--- config.mk ---
export PLATFORM = sky130hd
export DESIGN_NAME = xbus_seq
export DESIGN_NICKNAME = d
export VERILOG_FILES = /design/src/rtl/xbus_pkg.sv /design/src/rtl/xbus_phase_ctr.sv /design/src/rtl/xbus_req_latch.sv /design/src/rtl/xbus_strobe_gen.sv /design/src/rtl/xbus_port_mux.sv /design/src/rtl/xbus_capture.sv /design/src/rtl/xbus_seq.sv
export SDC_FILE = /design/constraint.sdc
export NUM_CORES = 1
export LEC_CHECK = 0
export BUFFER_PORTS_ARGS = -buffer_cell sky130_fd_sc_hd__buf_2
export CAP_MARGIN = 20
export CORE_UTILIZATION = 52
export CTS_CLUSTER_SIZE = 8
export DETAILED_ROUTE_END_ITERATION = 7
export PLACE_DENSITY_LB_ADDON = 0.05
export SYNTH_ARGS = -nofsm -noshare
export SYNTH_HDL_FRONTEND = slang
export SYNTH_HIERARCHICAL = 1
export SYNTH_SLANG_ARGS = --single-unit
--- constraint.sdc ---
create_clock -name clk -period 3 [get_ports clk]
set_input_delay 0 -clock clk [delete_from_list [all_inputs] [get_ports clk]]
set_output_delay 0 -clock clk [all_outputs]
set_load 0.01 [all_outputs]
--- src/rtl/xbus_pkg.sv ---
package xbus_pkg;

    localparam int XB_AW = 16;
    localparam int XB_DW = 8;
    localparam int XB_HW = XB_AW - XB_DW;

    typedef enum logic [1:0] {
        XB_IDLE  = 2'd0,
        XB_FETCH = 2'd1,
        XB_READ  = 2'd2,
        XB_WRITE = 2'd3
    } xb_kind_e;

    // Request captured for the running machine cycle.
    typedef struct packed {
        xb_kind_e             kind;
        logic [XB_AW-1:0]     addr;
        logic                 wide;
        logic [XB_DW-1:0]     wdata;
        logic [XB_HW-1:0]     p2;
    } xb_desc_t;

    // Bus strobes as seen at the pins.
    typedef struct packed {
        logic ale;
        logic psen_n;
        logic rd_n;
        logic wr_n;
    } xb_strobe_t;

    // Window flags that steer the ports and the capture register.
    typedef struct packed {
        logic addr_win;
        logic data_win;
        logic upper;
        logic cap;
    } xb_slot_t;

    function automatic logic xb_is_data(xb_kind_e k);
        return (k == XB_READ) || (k == XB_WRITE);
    endfunction

    function automatic xb_desc_t xb_idle_desc();
        xb_desc_t d;
        d.kind  = XB_IDLE;
        d.addr  = '0;
        d.wide  = 1'b0;
        d.wdata = '0;
        d.p2    = '1;
        return d;
    endfunction

endpackage

--- src/rtl/xbus_phase_ctr.sv ---
module xbus_phase_ctr #(
    parameter int MC_LEN = 12,
    parameter int PH_W   = 4
) (
    input  logic            clk,
    input  logic            rst,
    output logic [PH_W-1:0] phase,
    output logic            last
);
    localparam logic [PH_W-1:0] LAST_P = PH_W'(MC_LEN - 1);

    always_ff @(posedge clk) begin
        if (rst) begin
            phase <= LAST_P;
        end else if (phase == LAST_P) begin
            phase <= '0;
        end else begin
            phase <= phase + 1'b1;
        end
    end

    assign last = (phase == LAST_P);
endmodule

--- src/rtl/xbus_req_latch.sv ---
module xbus_req_latch
    import xbus_pkg::*;
(
    input  logic             clk,
    input  logic             rst,
    input  logic             take,
    input  logic [1:0]       kind,
    input  logic [XB_AW-1:0] addr,
    input  logic             wide,
    input  logic [XB_DW-1:0] wdata,
    input  logic [XB_HW-1:0] p2,
    output xb_desc_t         desc
);
    xb_desc_t nxt;

    always_comb begin
        nxt.kind  = xb_kind_e'(kind);
        nxt.addr  = addr;
        nxt.wide  = wide;
        nxt.wdata = wdata;
        nxt.p2    = p2;
    end

    always_ff @(posedge clk) begin
        if (rst) begin
            desc <= xb_idle_desc();
        end else if (take) begin
            desc <= nxt;
        end
    end
endmodule

--- src/rtl/xbus_strobe_gen.sv ---
module xbus_strobe_gen
    import xbus_pkg::*;
#(
    parameter int MC_LEN   = 12,
    parameter int ALE_LEN  = 2,
    parameter int PSEN_LEN = 3,
    parameter int STB_LEN  = 6,
    parameter int PH_W     = 4
) (
    input  logic [PH_W-1:0] phase,
    input  xb_kind_e        kind,
    output xb_strobe_t      strb,
    output xb_slot_t        slot
);
    // Half-cycle geometry: latch pulse, one period gap, program-store pulse.
    localparam logic [PH_W-1:0] HALF_P    = PH_W'(MC_LEN / 2);
    localparam logic [PH_W-1:0] ALE_END   = PH_W'(ALE_LEN);
    localparam logic [PH_W-1:0] ADDR_LAST = PH_W'(ALE_LEN);
    localparam logic [PH_W-1:0] PS_FIRST  = PH_W'(ALE_LEN + 1);
    localparam logic [PH_W-1:0] PS_LAST   = PH_W'(ALE_LEN + PSEN_LEN);
    // Data strobe: three periods after the latch falls, STB_LEN long.
    localparam logic [PH_W-1:0] ST_FIRST  = PH_W'(ALE_LEN + 3);
    localparam logic [PH_W-1:0] ST_LAST   = PH_W'(ALE_LEN + 2 + STB_LEN);

    logic            upper;
    logic [PH_W-1:0] hph;
    logic            fetch;
    logic            data;
    logic            stb_win;

    always_comb begin
        upper   = (phase >= HALF_P);
        hph     = upper ? (phase - HALF_P) : phase;
        fetch   = (kind == XB_FETCH);
        data    = xb_is_data(kind);
        stb_win = (phase >= ST_FIRST) && (phase <= ST_LAST);

        strb.ale    = (hph < ALE_END) && !(data && upper);
        strb.psen_n = !(fetch && (hph >= PS_FIRST) && (hph <= PS_LAST));
        strb.rd_n   = !((kind == XB_READ) && stb_win);
        strb.wr_n   = !((kind == XB_WRITE) && stb_win);

        slot.addr_win = (hph <= ADDR_LAST) && (fetch || (data && !upper));
        slot.data_win = (kind == XB_WRITE) && (phase > ADDR_LAST);
        slot.upper    = upper;
        slot.cap      = (fetch && (hph == PS_LAST)) ||
                        ((kind == XB_READ) && (phase == ST_LAST));
    end
endmodule

--- src/rtl/xbus_port_mux.sv ---
module xbus_port_mux
    import xbus_pkg::*;
(
    input  xb_desc_t         desc,
    input  xb_slot_t         slot,
    output logic [XB_DW-1:0] lo_out,
    output logic             lo_oe,
    output logic [XB_HW-1:0] hi_out
);
    logic [XB_AW-1:0] byte_addr;

    always_comb begin
        // Second half of a fetch addresses the following byte.
        byte_addr = desc.addr + XB_AW'(slot.upper);

        if (desc.kind == XB_FETCH) begin
            hi_out = byte_addr[XB_AW-1:XB_DW];
        end else if (xb_is_data(desc.kind) && desc.wide) begin
            hi_out = desc.addr[XB_AW-1:XB_DW];
        end else begin
            hi_out = desc.p2;
        end

        if (slot.addr_win) begin
            lo_out = byte_addr[XB_DW-1:0];
            lo_oe  = 1'b1;
        end else if (slot.data_win) begin
            lo_out = desc.wdata;
            lo_oe  = 1'b1;
        end else begin
            lo_out = '0;
            lo_oe  = 1'b0;
        end
    end
endmodule

--- src/rtl/xbus_capture.sv ---
module xbus_capture
    import xbus_pkg::*;
(
    input  logic             clk,
    input  logic             rst,
    input  logic             cap,
    input  logic             is_code,
    input  logic [XB_DW-1:0] lo_in,
    output logic [XB_DW-1:0] rd_data,
    output logic             rd_valid,
    output logic             rd_code
);
    always_ff @(posedge clk) begin
        if (rst) begin
            rd_data  <= '0;
            rd_valid <= 1'b0;
            rd_code  <= 1'b0;
        end else begin
            rd_valid <= cap;
            if (cap) begin
                rd_data <= lo_in;
                rd_code <= is_code;
            end
        end
    end
endmodule

--- src/rtl/xbus_seq.sv ---
module xbus_seq
    import xbus_pkg::*;
#(
    parameter int MC_LEN   = 12,
    parameter int ALE_LEN  = 2,
    parameter int PSEN_LEN = 3,
    parameter int STB_LEN  = 6
) (
    input  logic             clk,
    input  logic             rst,
    input  logic [1:0]       req_kind,
    input  logic [XB_AW-1:0] req_addr,
    input  logic             req_wide,
    input  logic [XB_DW-1:0] req_wdata,
    input  logic [XB_HW-1:0] req_p2,
    output logic             mc_ready,
    output logic             bus_ale,
    output logic             bus_psen_n,
    output logic             bus_rd_n,
    output logic             bus_wr_n,
    output logic [XB_DW-1:0] lo_out,
    output logic             lo_oe,
    input  logic [XB_DW-1:0] lo_in,
    output logic [XB_HW-1:0] hi_out,
    output logic [XB_DW-1:0] rd_data,
    output logic             rd_valid,
    output logic             rd_code
);
    localparam int PH_W = $clog2(MC_LEN);

    logic [PH_W-1:0] phase;
    logic            last;
    xb_desc_t        desc;
    xb_strobe_t      strb;
    xb_slot_t        slot;

    xbus_phase_ctr #(.MC_LEN(MC_LEN), .PH_W(PH_W)) u_ctr (
        .clk   (clk),
        .rst   (rst),
        .phase (phase),
        .last  (last)
    );

    xbus_req_latch u_req (
        .clk   (clk),
        .rst   (rst),
        .take  (last),
        .kind  (req_kind),
        .addr  (req_addr),
        .wide  (req_wide),
        .wdata (req_wdata),
        .p2    (req_p2),
        .desc  (desc)
    );

    xbus_strobe_gen #(
        .MC_LEN   (MC_LEN),
        .ALE_LEN  (ALE_LEN),
        .PSEN_LEN (PSEN_LEN),
        .STB_LEN  (STB_LEN),
        .PH_W     (PH_W)
    ) u_strb (
        .phase (phase),
        .kind  (desc.kind),
        .strb  (strb),
        .slot  (slot)
    );

    xbus_port_mux u_mux (
        .desc   (desc),
        .slot   (slot),
        .lo_out (lo_out),
        .lo_oe  (lo_oe),
        .hi_out (hi_out)
    );

    xbus_capture u_cap (
        .clk      (clk),
        .rst      (rst),
        .cap      (slot.cap),
        .is_code  (desc.kind == XB_FETCH),
        .lo_in    (lo_in),
        .rd_data  (rd_data),
        .rd_valid (rd_valid),
        .rd_code  (rd_code)
    );

    assign mc_ready   = last;
    assign bus_ale    = strb.ale;
    assign bus_psen_n = strb.psen_n;
    assign bus_rd_n   = strb.rd_n;
    assign bus_wr_n   = strb.wr_n;
endmodule

### Word level (Yosys, flattened, before mapping)

Index checks and enable logic that the tools add are counted.

| operators by class | value |
|---|---|
| $add $sub $neg | 3 |
| $lt $le $gt $ge | 8 |
| equality and inequality tests | 6 |
| multiplexer cells | 8 |
| reductions and logical operators | 22 |

Operators with widths:

| operator | count |
|---|---|
| 8-bit 2-to-1 mux | 4 |
| 16-bit by 1-bit adder with 16-bit output | 1 |
| 1-bit logical AND | 13 |
| 4-bit == test, second input constant | 2 |
| 4-bit by 3-bit >= comparator with 1-bit output, second input constant | 2 |
| 4-bit 2-to-1 mux | 2 |
| 1-bit zero test | 5 |
| 4-bit by 1-bit adder with 4-bit output, second input constant | 1 |
| 2-bit == test, second input constant | 2 |
| 4-bit by 3-bit == test with 1-bit output, second input constant | 1 |
| 4-bit by 2-bit >= comparator with 1-bit output, second input constant | 1 |
| 4-bit by 2-bit > comparator with 1-bit output, second input constant | 1 |
| 4-bit by 2-bit <= comparator with 1-bit output, second input constant | 1 |
| 4-bit by 3-bit <= comparator with 1-bit output, second input constant | 1 |
| 4-bit <= comparator, second input constant | 1 |
| 4-bit by 2-bit less-than comparator with 1-bit output, second input constant | 1 |
| 4-bit by 3-bit subtractor with 4-bit output, second input constant | 1 |
| 1-bit logical OR | 3 |
| 2-bit by 1-bit == test with 1-bit output, second input constant | 1 |
| 1-bit 2-to-1 mux | 2 |
| 2-bit OR reduction | 1 |

| word-level totals | value |
|---|---|
| flip-flop bits (word level) | 49 |
| bits of input ports | 45 |
| output and inout bits | 32 |

### Depth between registers and ports, before layout

Gate-level depths: netlist of run 1.

| depth | value |
|---|---|
| word-level depth | 6 |
| depth in mapped cells | 10 |
| mapped depth without buffers | 9 |

### Modules after synthesis

The synthesis of run 1 kept the hierarchy.

Modules (own cells, without submodules):

| module | instances | cells each | area each (sq um) | sequential area each (sq um) |
|---|---|---|---|---|
| xbus_req_latch | 1 | 113 | 1290.0 | 700.7 |
| xbus_port_mux | 1 | 83 | 544.3 | 0.0 |
| xbus_capture | 1 | 31 | 346.6 | 200.2 |
| xbus_strobe_gen | 1 | 50 | 327.8 | 0.0 |
| xbus_phase_ctr | 1 | 16 | 176.4 | 80.1 |
| xbus_seq | 1 | 1 | 13.8 | 0.0 |

### Worst setup path after synthesis of run 1

OpenSTA, ideal clock, no wires.

| path | value |
|---|---|
| path kind | reg-to-output |
| start | reg u_ctr.phase[1] |
| end | out hi_out[2] |
| arrival | 2390 ps |
| required time | 3000 ps |
| path slack | 610 ps |
| cell stages (with the launch flop) | 11 |
| path through | dfxtp_1 -> ha_1 -> nor2b_4 -> a211o_1 -> buf_4 -> ha_1 -> ha_1 -> nand4_1 -> nor3_2 -> a311oi_1 -> a211oi_1 |

| between the ends | value |
|---|---|
| word-level cells in the longest chain between the ends | 3 |

RTL lines:

| element | line | text |
|---|---|---|
| start: declaration | xbus_phase_ctr.sv:7 | `output logic [PH_W-1:0] phase,` |
| start signal: assignment | xbus_phase_ctr.sv:18 | `phase <= phase + 1'b1;` |
| 4-bit by 3-bit >= comparator with 1-bit output | xbus_strobe_gen.sv:32 | `upper = (phase >= HALF_P);` |
| net u_strb.upper | xbus_strobe_gen.sv:25 | `logic upper;` |
| 16-bit by 1-bit adder with 16-bit output | xbus_port_mux.sv:14 | `byte_addr = desc.addr + XB_AW'(slot.upper);` |
| 8-bit 2-to-1 mux | xbus_port_mux.sv:16 | `if (desc.kind == XB_FETCH) begin` |
| end: declaration | xbus_seq.sv:24 | `output logic [XB_HW-1:0] hi_out,` |

The timed path passes the listed nets, and every way through them passes these cells.

==> results.md, run 1 <==
* Crit. End Element: output pin
* Max Buffers Root-to-Sink at 2
* Multiplexer area fraction after synthesis at approximately 15%
* Most frequent CP cell: ha_2
* Initial antenna violation count at 0
* Die Area at around 5500 um2
* Final count of pins violating max slew at 0
* Worst Hold Launch: rst
* Antenna diodes at 0
* DRT Pass-1 Iters at 4
* Register bit count reported by yosys at 49
* Post-synthesis adder-cell area fraction at approximately 2.3%
* WL per Instance at between 10 and 15 um
* Power density over the cells at 513 nW/um2
* Min Clock Period, post-route at approximately 2800 ps
* Kind of critical path: flip-flop to output pin
* Sw Pwr at between 0.6 and 0.7 mW
* Main combinational cell family by area after synthesis: simple AND/OR/NAND/NOR gates
* Synth Area in XOR/XNOR at 2.60%
* Core ar. at roughly 4800 um2
* Post-synthesis sequential area ratio at a little over a third
* DR DRC count at 0
* Commonest cells after routing, fill and taps aside: 76 x buf_2, 49 x dfxtp_1, 45 x nor2_1, 43 x dlygate4sd3_1, 39 x mux2i_1
* Final net count at around 460
* Synthesized net count at roughly 340
* Design Power at 1.85 mW
* Die X at ~74 um
* Internal Dissipation at between 1 and 1.5 mW
* Switching share of power at 33.3%
* Synthesized-area fraction occupied by and/or/nand/nor cells at 23.2%
* Hold Crit Endpoint: u_cap/rd_code
* Initial core utilization at roughly 56%
* Clock Sinks at a little under 50
* FF-to-FF Start: u_ctr/phase[0]
* Max-slew headroom at 41.7%
* Worst path cell trace: ha_2 -> nor2b_4 -> a211o_1 -> ha_1 -> ha_2 -> nand4_1 -> nor4_1 -> a32oi_1 -> o21ai_0 -> buf_2
* Delay-heaviest family, CP: simple AND/OR/NAND/NOR gates
* DIE HEIGHT at 74.0 um
* Async SR Flop Fraction at 0%
* Status: complete, no violations
* Starting DRT DRC Count at 107
* Comb power frac at 34.3%
* Clock share of power at 20.8%
* CTS Buf Count at 5
* CP startpoint kind: flip-flop
* Critical path buffers and inverters at 1
* First-pass GRT wire length at 10.5 mm
* Mapped Area at about 2700 um2
* Final critical-path setup slack at ~240 ps
* Max frequency at around 0.36 GHz
* Complex-gate fraction of the synthesized area at 14.2%
* Worst R2R End: u_req/desc[24]
* Pin count of the biggest net entering global routing at 50
* Fin Setup TNS at 0 ps
* Vias in the first global route at between 2k and 2.5k
* Num ports at 77
* Arrival time worst endpoint at 2760 ps
* ANT nets after route at 0
* Hold crit path type: primary input to flip-flop
* I/O Buffers at 76
* GR Overflow Total at 0
* Root Driver: clkbuf_8
* H-tree lvl count at 2
* Number of synthesized flops with an enable pin at 0
* Fillers at approximately 400
* Pleak at between 1.5 and 2 nW
* Routed via count at around 2.5k
* RSZ-0062 raised after global routing: no
* Post-DP HPWL at ~4.1 mm
* Maximum vdd drop at ~0.41 mV
* Max FO, Critical Path at 5
* Tcrit/Tclk final at ~92%
* Area delta synth->final at 33.5%
* Routability cong. at around 0.84
* Routed vias/inst at between 5 and 6
* Crit-path slowest cell: nor4_1
* Final number of hold-violating endpoints at 0
* Yosys warnings at 6
* GRT Util Overall at between 20% and 30%
* Max_cap viols at 0
* Commonest non-fill, non-tap cell in the layout: buf_2
* Share of post-route cells with drive strength above 1 at between 20% and 30%
* Row cnt at 25
* Post-synthesis cell type count at 58
* Main flop type after synthesis: dfxtp_1
* Syn avg cell area at 9.18 um2
* Final-report setup violation count at 0
* Total Wirelength at ~6.5 mm
* Clk_skew at slightly above 5 ps
* Post-Place Worst Slack at 562 ps
* Worst-path clk slew at around 90 ps
* Hold depth at 2
* CTS tree: done
* Cells after synthesis at approximately 300
* FF-to-FF setup slack at between 900 and 1000 ps
* Slew @ Worst Pin at between 800 and 900 ps
* FF-to-FF path depth at 5
* Slowest stage delay, CP at about 420 ps
* Sequential power share at about 45%
* Worst-Skew Late Latency at 300 ps
* WP data required at 3000 ps
registers in the layout, summed over array words and instances (netlist names):
name / count
u_cap/rd_data: 8
u_cap/rd_valid: 1
u_req/desc: 35
u_ctr/phase: 4
u_cap/rd_code: 1
area by class of cell:
type / count / area, um2 / area share, %
inverter: 8 / 30.0 / 0.834
timing repair buffer: 124 / 861 / 23.9
clock inverter: 2 / 15.0 / 0.417
multi-input combinational: 221 / 1560 / 43.3
sequential: 49 / 981 / 27.2
clock buffer: 6 / 72.6 / 2.01
tap: 67 / 83.8 / 2.33
worst max-delay path by stage:
stage                        start        end  slack (ps)  cells after the start
floorplan           u_ctr/phase[1]  hi_out[2]         610                     10
global placement    u_ctr/phase[1]  hi_out[2]         590                     10
detailed placement  u_ctr/phase[1]  hi_out[4]         560                     10
CTS                 u_ctr/phase[1]  hi_out[2]         200                     10
global route        u_ctr/phase[0]  hi_out[2]           5                     10
finish              u_ctr/phase[1]  hi_out[6]         240                     10
synth_stat cells (3+ instances only):
cell type	number	area [um2]
a211o_1	9	78.8
a21oi_1	11	55.1
a22o_1	7	61.3
and2b_1	4	30.0
and2b_4	3	30.0
buf_6	3	33.8
clkbuf_1	5	18.8
dfxtp_1	49	981
ha_1	5	62.6
inv_1	8	30.0
mux2i_1	39	390
nand2_1	15	56.3
nand2b_1	3	18.8
nand3_1	8	40.0
nand4_1	5	31.3
nor2_1	45	169
nor2b_1	8	50.1
nor4_1	3	18.8
o21ai_0	3	15.0
o21ai_1	5	25.0
xnor2_1	6	52.6
worst reg2reg max path, cell delays in order, from the launching register on:
cell     delay (ps)
dfxtp_1         600
ha_1            280
and3b_2         520
buf_12          270
mux2i_1         220
nor2_1           60
layer usage:
metal / GRT usage [%] / share of wire (%) / wire length (um) / vias to the layer above
met5: 0 / 0 / 0 / -
met4: 5.77 / 0.97 / 63 / 0
met3: 4.61 / 3.8 / 245 / 6
met2: 41.7 / 47 / 3080 / 65
met1: 32.8 / 48 / 3130 / 1161
li1: - / - / - / 1271
what timing repair did:
action                                  CTS  global route
resized for setup                         0             3
endpoints found under the setup margin    0             2
hold buffers                             43             0
endpoints found under the hold margin    43             0
setup buffers                             0             1
power by group through the flow:
stage	logic, mW	clock network [mW]	registers (mW)
2_1_floorplan	0.481	0	0.821
3_3_place_gp	0.575	0	0.840
3_5_place_dp	0.583	0	0.843
4_1_cts	0.631	0.397	0.828
5_1_grt	0.702	0.416	0.845
6_report	0.635	0.385	0.829
through the flow:
stage | util (%) | hold slack [ps] | cell area, um2 | cells
6_report | 74.3 | 295 | 3600 | 477
5_1_grt | 74.3 | 334 | 3600 | 477
4_1_cts | 73.9 | 296 | 3580 | 476
3_5_place_dp | 63.2 | 211 | 3070 | 425
3_3_place_gp | 63.2 | 205 | 3070 | 425
2_1_floorplan | - | 69.1 | 2700 | 294
cell families (layout without fill, tap and decap cells):
| kind of cell | count (synthesis) | after routing |
|---|---|---|
| AOI/OAI and AO/OA | 53 | 53 |
| xor gates and xnor gates | 8 | 8 |
| adders and majority gates | 5 | 5 |
| buffers and inverters | 24 | 140 |
| DFF | 49 | 49 |
| muxes | 40 | 40 |
| and+or+nand+nor | 115 | 115 |
(Power assumes the default switching activity.)
==> run 2, diff against run 1 <==
--- a/config.mk
+++ b/config.mk
@@ -7,6 +7,7 @@
 export LEC_CHECK = 0
 export BUFFER_PORTS_ARGS = -buffer_cell sky130_fd_sc_hd__buf_2
 export CAP_MARGIN = 20
+export CORE_MARGIN = 3
 export CORE_UTILIZATION = 52
 export CTS_CLUSTER_SIZE = 8
 export DETAILED_ROUTE_END_ITERATION = 7
==> constraint.sdc (replaced) <==
create_clock -name clk -period 2.6 [get_ports clk]
set_input_delay 0 -clock clk [delete_from_list [all_inputs] [get_ports clk]]
set_output_delay 0 -clock clk [all_outputs]
set_load 0.01 [all_outputs]
==> results.md, run 2 (same netlist as run 1, synthesis figures left out) <==
* Status: complete, no violations
* Fillers at about 370
* I/O Buffers at 76
* Share of post-route cells with drive strength above 1 at between 20% and 30%
* DRT Pass-1 Iters at 4
* WP data required at 2600 ps
* Routability cong. at slightly below 0.9
* Clk_skew at between 4 and 5 ps
* Hold crit path type: primary input to flip-flop
* CTS Buf Count at 5
* GR Overflow Total at 0
* Max FO, Critical Path at 5
* Commonest cells after routing, fill and taps aside: 76 x buf_2, 46 x dfxtp_1, 45 x nor2_1, 43 x dlygate4sd3_1, 39 x mux2i_1
* Root Driver: clkbuf_8
* Largest registers: u_req/desc x35, u_cap/rd_data x8, u_ctr/phase x4
* Total Wirelength at between 6 and 7 mm
* First-pass GRT wire length at 11.4 mm
* Sequential power share at 41.4%
* Most flops, register: u_req/desc
* Antenna diodes at 0
* Final number of hold-violating endpoints at 0
* Kind of critical path: flip-flop to output pin
* Comb power frac at 33.6%
* Maximum vdd drop at 0.440 mV
* Slew @ Worst Pin at 890 ps
* Final core occ at a little under 80%
* GRT Util Overall at about 23%
* Die X at slightly below 80 um
* Power density over the cells at ~610 nW/um2
* Max_cap viols at 0
* ANT nets after route at 0
* RSZ-0062 raised after global routing: yes
* DIE HEIGHT at approximately 78 um
* DR DRC count at 0
* Routed via count at 2528
* Area delta synth->final at 39.4%
* Min Clock Period, post-route at about 2500 ps
* Crit. End Element: output pin
* Clock share of power at between 20% and 30%
* Max frequency at 0.398 GHz
* Starting DRT DRC Count at 142
* Initial core utilization at around 55%
* Initial antenna violation count at 0
* Final count of pins violating max slew at 0
* Clock Sinks at 49
* Worst-path clk slew at roughly 90 ps
* Post-DP HPWL at about 4.3 mm
* Max reg flops at 35
* FF-to-FF path depth at 9
* Hold depth at 2
* H-tree lvl count at 2
* Max-slew headroom at roughly two fifths
* Commonest non-fill, non-tap cell in the layout: buf_2
* Final-report setup violation count at 0
* WL per Instance at about 14 um
* Sw Pwr at around 0.73 mW
* Num ports at 77
* CTS tree: done
* Switching share of power at roughly a third
* Routed vias/inst at 5.21
* CP startpoint kind: flip-flop
* Final net count at 467
* Row cnt at 25
* Design Power at approximately 2.3 mW
* Max Buffers Root-to-Sink at 2
* Fin Setup TNS at 0 ps
* Pleak at 1.60 nW
* Core ar. at between 4000 and 5000 um2
* Internal Dissipation at roughly 1.6 mW
* Pin count of the biggest net entering global routing at 50
* Tcrit/Tclk final at between 90% and 100%
* Arrival time worst endpoint at between 2000 and 3000 ps
* Die Area at 6090 um2
* Worst-Skew Late Latency at roughly 300 ps
* Vias in the first global route at roughly 2.4k
[run 2: cell types whose count changed in the layout (fill, tap and decap cells not counted), moves of 2 or more]
cell	previous run	this run
buf_4	4	12
dfxtp_1	49	46
dfxtp_2	0	3
ha_4	0	3
a211oi_1	2	0
a211oi_2	0	2
ha_2	2	0
[run 2: layer usage]
layer	vias up	part of all wire (%)	GRT usage, %
li1	1289	-	-
met1	1158	44	29.3
met2	75	48	39.3
met3	6	6.1	3.90
met4	0	1.2	6.64
met5	-	0	0
[run 2: layout make-up]
cell class                      count  area (um2)  area share, %
Timing Repair Buffer              132         921           24.5
Sequential cell                    49         985           26.2
Multi-Input combinational cell    221        1620           43.1
Clock inverter                      2        37.5          0.998
Tap cell                           67        83.8           2.23
Clock buffer                        6        82.6           2.19
Inverter                            8        30.0          0.798
[run 2: path summary, 6_finish.rpt]
| path | startpoint | to | slack (ps) |
|---|---|---|---|
| worst max-delay path | u_ctr/phase[2] | hi_out[2] | 90 |
| worst min register to register | u_cap/rd_code | u_cap/rd_code | 500 |
| worst min-delay path | rst | u_cap/rd_data[3] | 310 |
| worst max register to register | u_ctr/phase[2] | u_cap/rd_data[4] | 560 |
[run 2: through the flow]
stage               cell area, um2  setup slack [ps]  cells  hold slack [ps]
global placement              3080               194    427              206
floorplan                     2700               210    294             69.1
finish                        3760              88.3    485              305
global route                  3760             -37.8    485              336
CTS                           3680              4.20    479              306
detailed placement            3080              82.4    427              210
[run 2: power groups by stage]
stage	sequential (mW)	clock (mW)	combinational (mW)
2_1_floorplan	0.947	0	0.555
3_3_place_gp	0.961	0	0.681
3_5_place_dp	0.963	0	0.689
4_1_cts	0.952	0.591	0.755
5_1_grt	0.969	0.624	0.851
6_report	0.953	0.577	0.775
[run 2: repair_timing]
item,4_1_cts,5_1_grt
resized for setup,9,6
hold buffers,43,0
pin swaps,3,7
hold endpoints to repair,43,0
endpoints found under the setup margin,5,4
setup buffers,1,6
[run 2: critical path, stage by stage, from the launching register on]
cell	delay, ps
dfxtp_2	350
ha_4	170
nor2b_4	120
a211o_1	320
ha_4	190
ha_4	150
nand4_1	90
buf_4	170
nor3_4	70
and3_1	220
a211oi_2	210
buf_2	160
==> run 3, diff against run 2 <==
--- a/config.mk
+++ b/config.mk
@@ -9,9 +9,10 @@
 export CAP_MARGIN = 20
 export CORE_MARGIN = 3
 export CORE_UTILIZATION = 52
-export CTS_CLUSTER_SIZE = 8
+export CTS_CLUSTER_SIZE = 25
 export DETAILED_ROUTE_END_ITERATION = 7
-export PLACE_DENSITY_LB_ADDON = 0.05
+export PLACE_DENSITY = 0.8
+export RECOVER_POWER = 25
 export SYNTH_ARGS = -nofsm -noshare
 export SYNTH_HDL_FRONTEND = slang
 export SYNTH_HIERARCHICAL = 1
==> results.md, run 3 (same netlist as run 1, synthesis figures left out) <==
* Routability cong. at around 0.87
* Commonest cells after routing, fill and taps aside: 66 x buf_2, 46 x dfxtp_1, 45 x nor2_1, 43 x dlygate4sd3_1, 39 x mux2i_1
* Max-slew headroom at between 40% and 50%
* WL per Instance at around 15 um
* Grt met1 use at ~29%
* WP data required at between 2000 and 3000 ps
* GR Util met3 at 4.24%
* Clock Sinks at around 50
* Worst-Skew Late Latency at 310 ps
* Root Driver: clkbuf_8
* Max_cap viols at 0
* Share of post-route cells with drive strength above 1 at 27.1%
* Final count of pins violating max slew at 0
* CTS tree: done
* Core ar. at 4880 um2
* Hold Slack at around 290 ps
* Max Buffers Root-to-Sink at 2
* Commonest non-fill, non-tap cell in the layout: buf_2
* Final critical-path setup slack at -12.8 ps
* Die Area at 6090 um2
* Failing checks: setup timing
* Routed via count at around 2.6k
* First-pass GRT wire length at between 10 and 15 mm
* Slowest stage delay, CP at between 300 and 400 ps
* CTS Buf Count at 5
* Slew @ Worst Pin at between 800 and 900 ps
* Initial antenna violation count at 0
* GR Overflow Total at 0
* CP startpoint kind: flip-flop
* Hold Crit Endpoint: u_cap/rd_data[5]
* Crit. End Element: output pin
* Post-DP HPWL at between 4 and 5 mm
* Max reg flops at 35
* DIE HEIGHT at 78.0 um
* Max frequency at between 0.3 and 0.4 GHz
* Pin count of the biggest net entering global routing at 50
* Delay-heaviest family, CP: simple AND/OR/NAND/NOR gates
* Tcrit/Tclk final at 100%
* I/O Buffers at 76
* Most flops, register: u_req/desc
* GR Util met2 at between 40 and 50%
* Max FO, Critical Path at 5
* Num ports at 77
* Hold depth at 2
* Pleak at approximately 1.6 nW
* Status: finished with violations
* FF-to-FF setup slack at between 500 and 600 ps
* Final number of hold-violating endpoints at 0
* Final net count at 470
* Kind of critical path: flip-flop to output pin
* Worst path cell trace: ha_4 -> nor2b_4 -> a211o_1 -> ha_4 -> ha_4 -> nand4_1 -> nor3_4 -> a211oi_2 -> a311oi_1 -> buf_2
* Worst-path clk slew at approximately 80 ps
* Global routing's busiest layer: met2
* H-tree lvl count at 2
* Largest registers: u_req/desc x35, u_cap/rd_data x8, u_ctr/phase x4
* Hold crit path type: primary input to flip-flop
* Critical path buffers and inverters at 1
* Final core occ at 76.7%
* Area delta synth->final at 38.7%
* Row cnt at 25
* Maximum vdd drop at ~0.43 mV
* Initial core utilization at between 50% and 60%
* RSZ-0062 raised after global routing: yes
* Min Clock Period, post-route at ~2600 ps
* Total Wirelength at 7.38 mm
* Most frequent CP cell: ha_4
* Vias in the first global route at about 2.5k
* Power density over the cells at roughly 600 nW/um2
* DR DRC count at 0
* Antenna diodes at 0
* Crit-path slowest cell: dfxtp_2
* Routed vias/inst at around 5.3
* DRT Pass-1 Iters at 4
* FF-to-FF Start: u_ctr/phase[2]
* GRT Util Overall at between 20 and 25%
* FF-to-FF path depth at 9
* Clk_skew at between 6 and 7 ps
* Worst R2R End: u_cap/rd_data[6]
* Arrival time worst endpoint at around 2600 ps
* ANT nets after route at 0
* Starting DRT DRC Count at ~170
* Final-report setup violation count at 1
* Design Power at approximately 2.3 mW
* Die X at a little under 80 um
* Worst Hold Launch: rst
run 3: cell count changes in the layout (fill, tap and decap cells not counted):
cell	previous run	this run
buf_4	12	16
clkbuf_1	0	11
clkinvlp_4	1	0
nor4_4	1	0
dfxtp_4	0	1
dfxtp_2	3	2
buf_12	1	0
nor4_1	2	3
buf_2	76	66
run 3: area by class of cell:
| type | count | area, um2 |
|---|---|---|
| inverter | 8 | 30.0 |
| clock buffer | 7 | 86.3 |
| tap | 67 | 83.8 |
| clock inverter | 1 | 30.0 |
| timing repair buffer | 135 | 918 |
| multi-input combinational | 221 | 1610 |
| fill | 326 | 1140 |
| sequential | 49 | 987 |
run 3: metal layers:
layer | share of wire [%] | vias to the layer above
met5 | 0 | -
met4 | 1.6 | 0
met3 | 4.5 | 11
met2 | 51 | 84
met1 | 43 | 1177
li1 | - | 1297
run 3: worst max-delay path by stage:
stage,endpoint,slack [ps],startpoint,cells after the start
3_3_place_gp,hi_out[2],220,u_ctr/phase[1],10
5_1_grt,hi_out[4],-120,u_ctr/phase[2],10
3_5_place_dp,hi_out[2],40,u_ctr/phase[1],10
6_report,hi_out[4],-10,u_ctr/phase[2],10
4_1_cts,hi_out[4],30,u_ctr/phase[1],10
2_1_floorplan,hi_out[2],210,u_ctr/phase[1],10
run 3: per-stage QoR:
step | area, um2 | std cells | setup WS, ps | setup TNS, ps
2_1_floorplan | 2700 | 294 | 210 | 0
3_3_place_gp | 3080 | 428 | 225 | 0
3_5_place_dp | 3080 | 428 | 41.5 | 0
4_1_cts | 3690 | 482 | 27.6 | 0
5_1_grt | 3740 | 488 | -118 | -380
6_report | 3740 | 488 | -12.8 | -12.8
run 3: power breakdown:
group | switching, mW | internal, mW
combinational | 0.381 | 0.407
sequential | 0.106 | 0.849
clock | 0.250 | 0.314
run 3: what timing repair did:
item / 4_1_cts / 5_1_grt
endpoints found under the setup margin: 4 / 6
hold buffers: 43 / 0
buffers inserted: 3 / 6
pin swaps: 6 / 7
endpoints found under the hold margin: 43 / 0
gates resized for setup: 9 / 5
gates cloned: 0 / 0
